### src/rtl/core_event_timer.sv
module core_event_timer #(
  parameter int PSC_W = 8
) (
  input  logic        clk,
  input  logic        rst_n,
  input  logic        reg_we,
  input  logic [3:0]  reg_addr,
  input  logic [31:0] reg_wdata,
  output logic [31:0] reg_rdata,
  output logic        irq
);
  localparam logic [3:0] A_LOAD = 4'h0;
  localparam logic [3:0] A_CNT  = 4'h4;
  localparam logic [3:0] A_CTRL = 4'h8;
  localparam logic [3:0] A_STAT = 4'hC;
  localparam int PSC_LSB = 8;

  logic [31:0]      load_q, cnt_q;
  logic             en_q, auto_q, ie_q, flag_q, half_q;
  logic [PSC_W-1:0] psc_q, pdiv_q;

  wire wr_load = reg_we && reg_addr == A_LOAD;
  wire wr_cnt  = reg_we && reg_addr == A_CNT;
  wire wr_ctrl = reg_we && reg_addr == A_CTRL;
  wire wr_stat = reg_we && reg_addr == A_STAT;

  wire base_tick = en_q & half_q;
  wire step      = base_tick & (pdiv_q == psc_q);
  wire at_zero   = cnt_q == '0;
  wire hit       = step & ((cnt_q == 32'd1) | (at_zero & ~auto_q));
  wire reload    = step & at_zero & auto_q;

  always_ff @(posedge clk or negedge rst_n) begin
    if (!rst_n) begin
      half_q <= 1'b0;
      pdiv_q <= '0;
    end else if (!en_q) begin
      half_q <= 1'b0;
      pdiv_q <= '0;
    end else begin
      half_q <= ~half_q;
      if (base_tick) pdiv_q <= step ? '0 : pdiv_q + 1'b1;
    end
  end

  always_ff @(posedge clk or negedge rst_n) begin
    if (!rst_n) begin
      load_q <= '0;
      cnt_q  <= '0;
    end else begin
      if (wr_load) load_q <= reg_wdata;
      if (wr_cnt || wr_load)   cnt_q <= reg_wdata;
      else if (reload)         cnt_q <= load_q;
      else if (step && !at_zero) cnt_q <= cnt_q - 1'b1;
    end
  end

  always_ff @(posedge clk or negedge rst_n) begin
    if (!rst_n) begin
      en_q   <= 1'b0;
      auto_q <= 1'b0;
      ie_q   <= 1'b0;
      psc_q  <= '0;
    end else if (wr_ctrl) begin
      en_q   <= reg_wdata[0];
      auto_q <= reg_wdata[1];
      ie_q   <= reg_wdata[2];
      psc_q  <= reg_wdata[PSC_LSB +: PSC_W];
    end else if (hit && !auto_q) begin
      en_q <= 1'b0;
    end
  end

  always_ff @(posedge clk or negedge rst_n) begin
    if (!rst_n)                       flag_q <= 1'b0;
    else if (hit)                     flag_q <= 1'b1;
    else if (wr_stat && reg_wdata[0]) flag_q <= 1'b0;
  end

  always_comb begin
    reg_rdata = '0;
    case (reg_addr)
      A_LOAD: reg_rdata = load_q;
      A_CNT:  reg_rdata = cnt_q;
      A_CTRL: begin
        reg_rdata[PSC_LSB +: PSC_W] = psc_q;
        reg_rdata[2:0] = {ie_q, auto_q, en_q};
      end
      A_STAT: reg_rdata[0] = flag_q;
      default: reg_rdata = '0;
    endcase
  end

  assign irq = flag_q & ie_q;

  p_tick_rate_r3: assert property (@(posedge clk) disable iff (!rst_n)
    step |=> !step);

  p_decrement_r3: assert property (@(posedge clk) disable iff (!rst_n)
    (step && !at_zero && !wr_cnt && !wr_load) |=> cnt_q == $past(cnt_q) - 32'd1);

  p_reload_r4: assert property (@(posedge clk) disable iff (!rst_n)
    (step && at_zero && auto_q && !wr_cnt && !wr_load) |=> cnt_q == $past(load_q));

  p_oneshot_stop_r5: assert property (@(posedge clk) disable iff (!rst_n)
    (hit && !auto_q && !wr_ctrl) |=> !en_q && flag_q);

  p_flag_sticky_r6: assert property (@(posedge clk) disable iff (!rst_n)
    (flag_q && !(wr_stat && reg_wdata[0])) |=> flag_q);

  p_hold_stopped_r7: assert property (@(posedge clk) disable iff (!rst_n)
    (!en_q && !wr_cnt && !wr_load) |=> $stable(cnt_q));
endmodule

### config.mk
export PLATFORM = sky130hd
export DESIGN_NAME = core_event_timer
export DESIGN_NICKNAME = d
export VERILOG_FILES = /design/src/rtl/core_event_timer.sv
export SDC_FILE = /design/constraint.sdc
export NUM_CORES = 1
export LEC_CHECK = 0
export BUFFER_PORTS_ARGS = -buffer_cell sky130_fd_sc_hd__buf_2
export CORE_ASPECT_RATIO = 0.6
export CORE_MARGIN = 5
export CORE_UTILIZATION = 53
export DETAILED_ROUTE_END_ITERATION = 6
export GPL_ROUTABILITY_DRIVEN = 0
export GPL_TIMING_DRIVEN = 0
export PLACE_DENSITY = 0.83
export SLEW_MARGIN = 20
export SYNTH_ARGS = -nofsm -noshare
export SYNTH_HDL_FRONTEND = slang
export SYNTH_SLANG_ARGS = --single-unit
### constraint.sdc
create_clock -name clk -period 2.15 [get_ports clk]
set_input_delay 0.3225 -clock clk [delete_from_list [all_inputs] [get_ports clk]]
set_output_delay 0.3225 -clock clk [all_outputs]
set_load 0.005 [all_outputs]
Yosys cells after proc, flatten, opt, wreduce, memory -nomap -nowiden
Cells that the tools add are included.
{"block": "totals", "ff_bits": 85, "inputBits": 39, "out_inout_bits": 33, "elab_cells": 58}
{"block": "classes", "addsub": 2, "n_eq_ne": 6, "mux": 16, "bitwise_logic": 10, "reduce_logical": 15}
{"operator": "$mux W32", "n": 3}
{"operator": "$eq A32 B1 Y1 const B", "n": 1}
{"operator": "$logic_not A32 Y1", "n": 1}
{"operator": "$pmux W16 S2", "n": 1}
{"operator": "$sub A32 B1 Y32 const B", "n": 1}
{"operator": "$mux W8", "n": 3}
{"operator": "$pmux W8 S3", "n": 1}
{"operator": "$pmux W5 S2", "n": 1}
{"operator": "$add A8 B1 Y8 const B", "n": 1}
{"operator": "$eq A4 B4 Y1 const B", "n": 2}
{"operator": "$eq A8 B8 Y1", "n": 1}
{"operator": "$and A1 B1 Y1", "n": 7}
{"operator": "$logic_and A1 B1 Y1", "n": 7}
{"operator": "$pmux W2 S3", "n": 1}
{"operator": "$mux W1", "n": 5}
{"operator": "$eq A4 B3 Y1 const B", "n": 1}
{"operator": "$logic_not A4 Y1", "n": 1}
{"operator": "$pmux W1 S4", "n": 1}
{"operator": "$reduce_bool A2 Y1", "n": 2}
{"operator": "$reduce_bool A3 Y1", "n": 1}
{"operator": "$logic_not A1 Y1", "n": 2}
{"operator": "$ne A2 B1 Y1 const B", "n": 1}
{"operator": "$not A1 Y1", "n": 2}
{"operator": "$logic_or A1 B1 Y1", "n": 1}
{"operator": "$or A1 B1 Y1", "n": 1}

Logic depth before layout (Yosys ltp)
{"block": "depth", "word_depth": 7, "ltp_mapped": 9, "ltp_nobuf": 8}

Worst setup path after synthesis
No wires, ideal clock.
{"block": "synth_timing", "path_kind": "register -> register", "from": "register cnt_q[0]", "to": "register cnt_q[13]", "setup_ps": 126, "arrival_ps": 2170, "required_ps": 2024, "setup_slack_ps": -146, "path_stages_with_launch": 9, "path_buffers": 0, "period_less_slack_ps": 2296, "cell_sequence": "dfrtp_1 -> inv_1 -> ha_1 -> nor3b_2 -> nand4_2 -> nor4_4 -> nand2_2 -> mux2_1 -> a221o_1"}
{"block": "synth_via", "elab_chain_cells": 5, "elab_cells_between_ends": 10, "cone_classes": "add/sub (1); mux (3); bitwise (2); reduce/logical (4)"}
{"item": "start, declared", "line": "18", "source": "logic [31:0] load_q, cnt_q;"}
{"item": "start signal, assigned", "line": "52", "source": "if (wr_cnt || wr_load) cnt_q <= reg_wdata;"}
{"item": "start signal, assigned", "line": "53", "source": "else if (reload) cnt_q <= load_q;"}
{"item": "start signal, assigned", "line": "54", "source": "else if (step && !at_zero) cnt_q <= cnt_q - 1'b1;"}
{"item": "branches (longest 5 deep; another with $sub A32 B1 Y32)"}
Several ways; the timed one is not identified. The select of a mux whose other input is x is not followed.
A chain may end at the register's enable or synchronous reset.

Worst setup path after layout
{"block": "layout_timing", "from": "register cnt_q[1]", "to": "register cnt_q[7]"}
Same word-level chain as after synthesis.

==> impl_metrics.yaml <==
outcome:
  status: "finished with violations"
  violations: "setup timing"
drt:
  drc: 0
  routed_wl_mm: 23.4
  routed_via_density: 7.15
  wl_per_cell_um: 27.8
  detailroute.via_count: 6020
  drt_iter0_drc: 1161
  drt_first_pass_iters: 7
  ant_nets: 0
die:
  num_rows: 28
  die_x_um: 139
  start_util: 0.541
  fp.dieArea_um2: 12200
  core_area_um2: 9810
  die_h_um: 87.5
  ios: 72
clock_tree:
  cts_tree: "built"
  clockBufferDepth: 2
  cts-root-buf: "clkbuf_16"
  cts.htree.levels: 3
  clkSinkCount: 85
  clkTransAtPathRegs_ps: 80
  numCtsBuffers: 9
  clk_latency_ps: 370
place:
  dp.cells: 760
  port_buffers: 70
  hpwl_mm: 12.3
sta:
  hold_viol: 0
  rsz0062_at_grt: "true"
  slew_headroom: 0.525
  clock_skew_ps: 18.6
  finalCritPeriodShare: 1.19
  worst_slew_pin_slew_ps: 712
  setup_violations: 34
  min_period_ps: 2570
  fmax_ghz: 0.390
  slew_viol_final: 0
  timing.final.ws_setup_ps: -416
worst_setup_path:
  worstPathArrival_ps: 2800
  cp_cell_sequence: "inv_2 > ha_4 > nor3b_4 > nand4_4 > nor4_4 > nand2_4 > mux2_4 > a221o_1"
  cp_max_fo: 6
  cp-start-kind: "flip-flop"
  cpPeakStageDelay_ps: 410
  crit_path_end_kind: "flip-flop"
  rr_worst_depth: 8
  worstPathRequired_ps: 2390
  ff2ff_setup_slack_ps: -420
  critPathKind: "reg -> reg"
  crit_slowest_cell: "dfrtp_1"
synth:
  postSynthAreaPerCell_um2: 9.58
  synth_seq_cells: 85
  synth_edf_count: 0
  synth_area_um2: 5310
  synth_nets: 596
  synthCells: 554
  synthFlopType: "dfrtp_1"
  async_reset_ff_frac: 1.00
  yosysWarnings: 0
  ys_types: 58
  ys_seq_area_frac: 0.401
global_route:
  overflow: 0
  antenna_found_initial: 0
  grt_max_degree: 52
  grt_pass1_wl_mm: 29.2
  grt_pass1_vias: 5326
  grt_usage: 0.308
cells_and_area:
  drive_above_1_share: 0.457
  fin_cells: 842
  n_antenna_cell: 0
  fin_nets: 744
  area_delta_synth_final_pct: 39.8
flow_run:
  drv_cap: 0
power:
  p_total_mw: 6.23
  powerDensity_nw_per_um2: 839
  p_int_mw: 3.90
  swShare: 0.373
  p_leak_nw: 3.44
  power_frac_seq: 0.401
  p_sw_mw: 2.32
  clock_power_share: 0.271
  ir_worst_vdd_mv: 0.490
  comb_power_share: 0.328
worst_hold_path:
  hold_class: "in -> reg"
  hold_path_depth: 3
## repair_timing
item,CTS,global route
resized for setup,71,102
endpoints found under the setup margin,99,66
gates cloned,1,2
buffers inserted,26,41
hold buffers,1,0
pin swaps,21,41
hold endpoints to repair,34,0
## sequential cells by signal, indices dropped and copies added, names as in the netlist
signal and cells:
en_q 1, psc_q 8, load_q 32, half_q 1, pdiv_q 8, flag_q 1
cnt_q 32, auto_q 1, ie_q 1
## final timing paths
| path | startpoint | end |
|---|---|---|
| setup reg to reg | cnt_q[1]$_DFFE_PN0P_ | cnt_q[7]$_DFFE_PN0P_ |
| hold / removal | reg_wdata[18] | cnt_q[18]$_DFFE_PN0P_ |
| setup / recovery | cnt_q[1]$_DFFE_PN0P_ | cnt_q[7]$_DFFE_PN0P_ |
| max in group asynchronous | rst_n | cnt_q[3]$_DFFE_PN0P_ |
| min in group asynchronous | rst_n | load_q[6]$_DFFE_PN0P_ |
| hold reg to reg | load_q[19]$_DFFE_PN0P_ | load_q[19]$_DFFE_PN0P_ |
## layout make-up
type                       instances  area (um2)
clock buffer                      12         267
sequential                        85        2140
timing repair buffer             140         978
tap                              135         169
fill                             571        2390
clock inverter                     4        45.0
inverter                           8        30.0
multi-input combinational        428        3580
buffer                            30         209
## metal layers
metal | up-vias | wire [um] | track usage
li1 | 2316 | - | -
met1 | 2823 | 8340 | 0.408
met2 | 645 | 9590 | 0.468
met3 | 236 | 3600 | 0.115
met4 | 0 | 1850 | 0.112
met5 | - | 0 | 0
## layout by cell type (no fill, tap or decap), types with 16 or more instances in the layout
cell     count
dfrtp_1     74
buf_2       71
buf_4       61
nor2_1      57
mux2i_1     45
nand2_1     40
mux2_2      40
o21ai_0     25
a21oi_1     21
xor2_1      16
## cells in the mapped netlist (14+ instances only)
master | number | area [um2]
dfrtp_1 | 85 | 2130
nor2_1 | 63 | 236
mux2i_1 | 45 | 450
nand2_1 | 44 | 165
mux2_2 | 41 | 462
o21ai_0 | 32 | 160
a21oi_1 | 22 | 110
clkbuf_1 | 22 | 82.6
nand3_1 | 17 | 85.1
xor2_1 | 16 | 140
xnor2_1 | 15 | 131
nor3_1 | 14 | 70.1
## metrics by stage
stage	TNS [ps]	worst slack (ps)	utilization	area (um2)	hold WS (ps)
after floorplan	-313	-94.2	-	5320	26.9
after global placement	-31270	-691	0.595	5840	501
after detailed placement	-36240	-777	0.598	5870	320
after CTS	-1920	-187	0.680	6670	203
after global routing	-10160	-424	0.756	7420	211
final	-9440	-416	0.756	7420	202
## critical path, delay by kind of cell (launching register included)
family	cells	cell delay, ps
AO/OA/AOI/OAI	1	290
flip-flops	1	410
adder cells (fa/ha/maj)	1	140
multiplexers	1	330
buffers and inverters	1	100
AND/OR/NAND/NOR	4	1170
## logic make-up after synthesis
| logic type | synth area share |
|---|---|
| xor gates and xnor gates | 0.0512 |
| and+or+nand+nor | 0.192 |
| AOI/OAI and AO/OA | 0.134 |
| muxes | 0.182 |
| adders and majority gates | 0.00707 |
| buffers and inverters | 0.0323 |
| DFF | 0.401 |
## power by group through the flow
stage                     clock [mW]  sequential (mW)  combinational (mW)
after floorplan                    0             2.26               0.994
after global placement             0             2.36                1.26
after detailed placement           0             2.40                1.34
after CTS                       1.64             2.41                1.55
after global routing            1.72             2.52                2.12
final                           1.69             2.50                2.04
(Power assumes the default switching activity.)
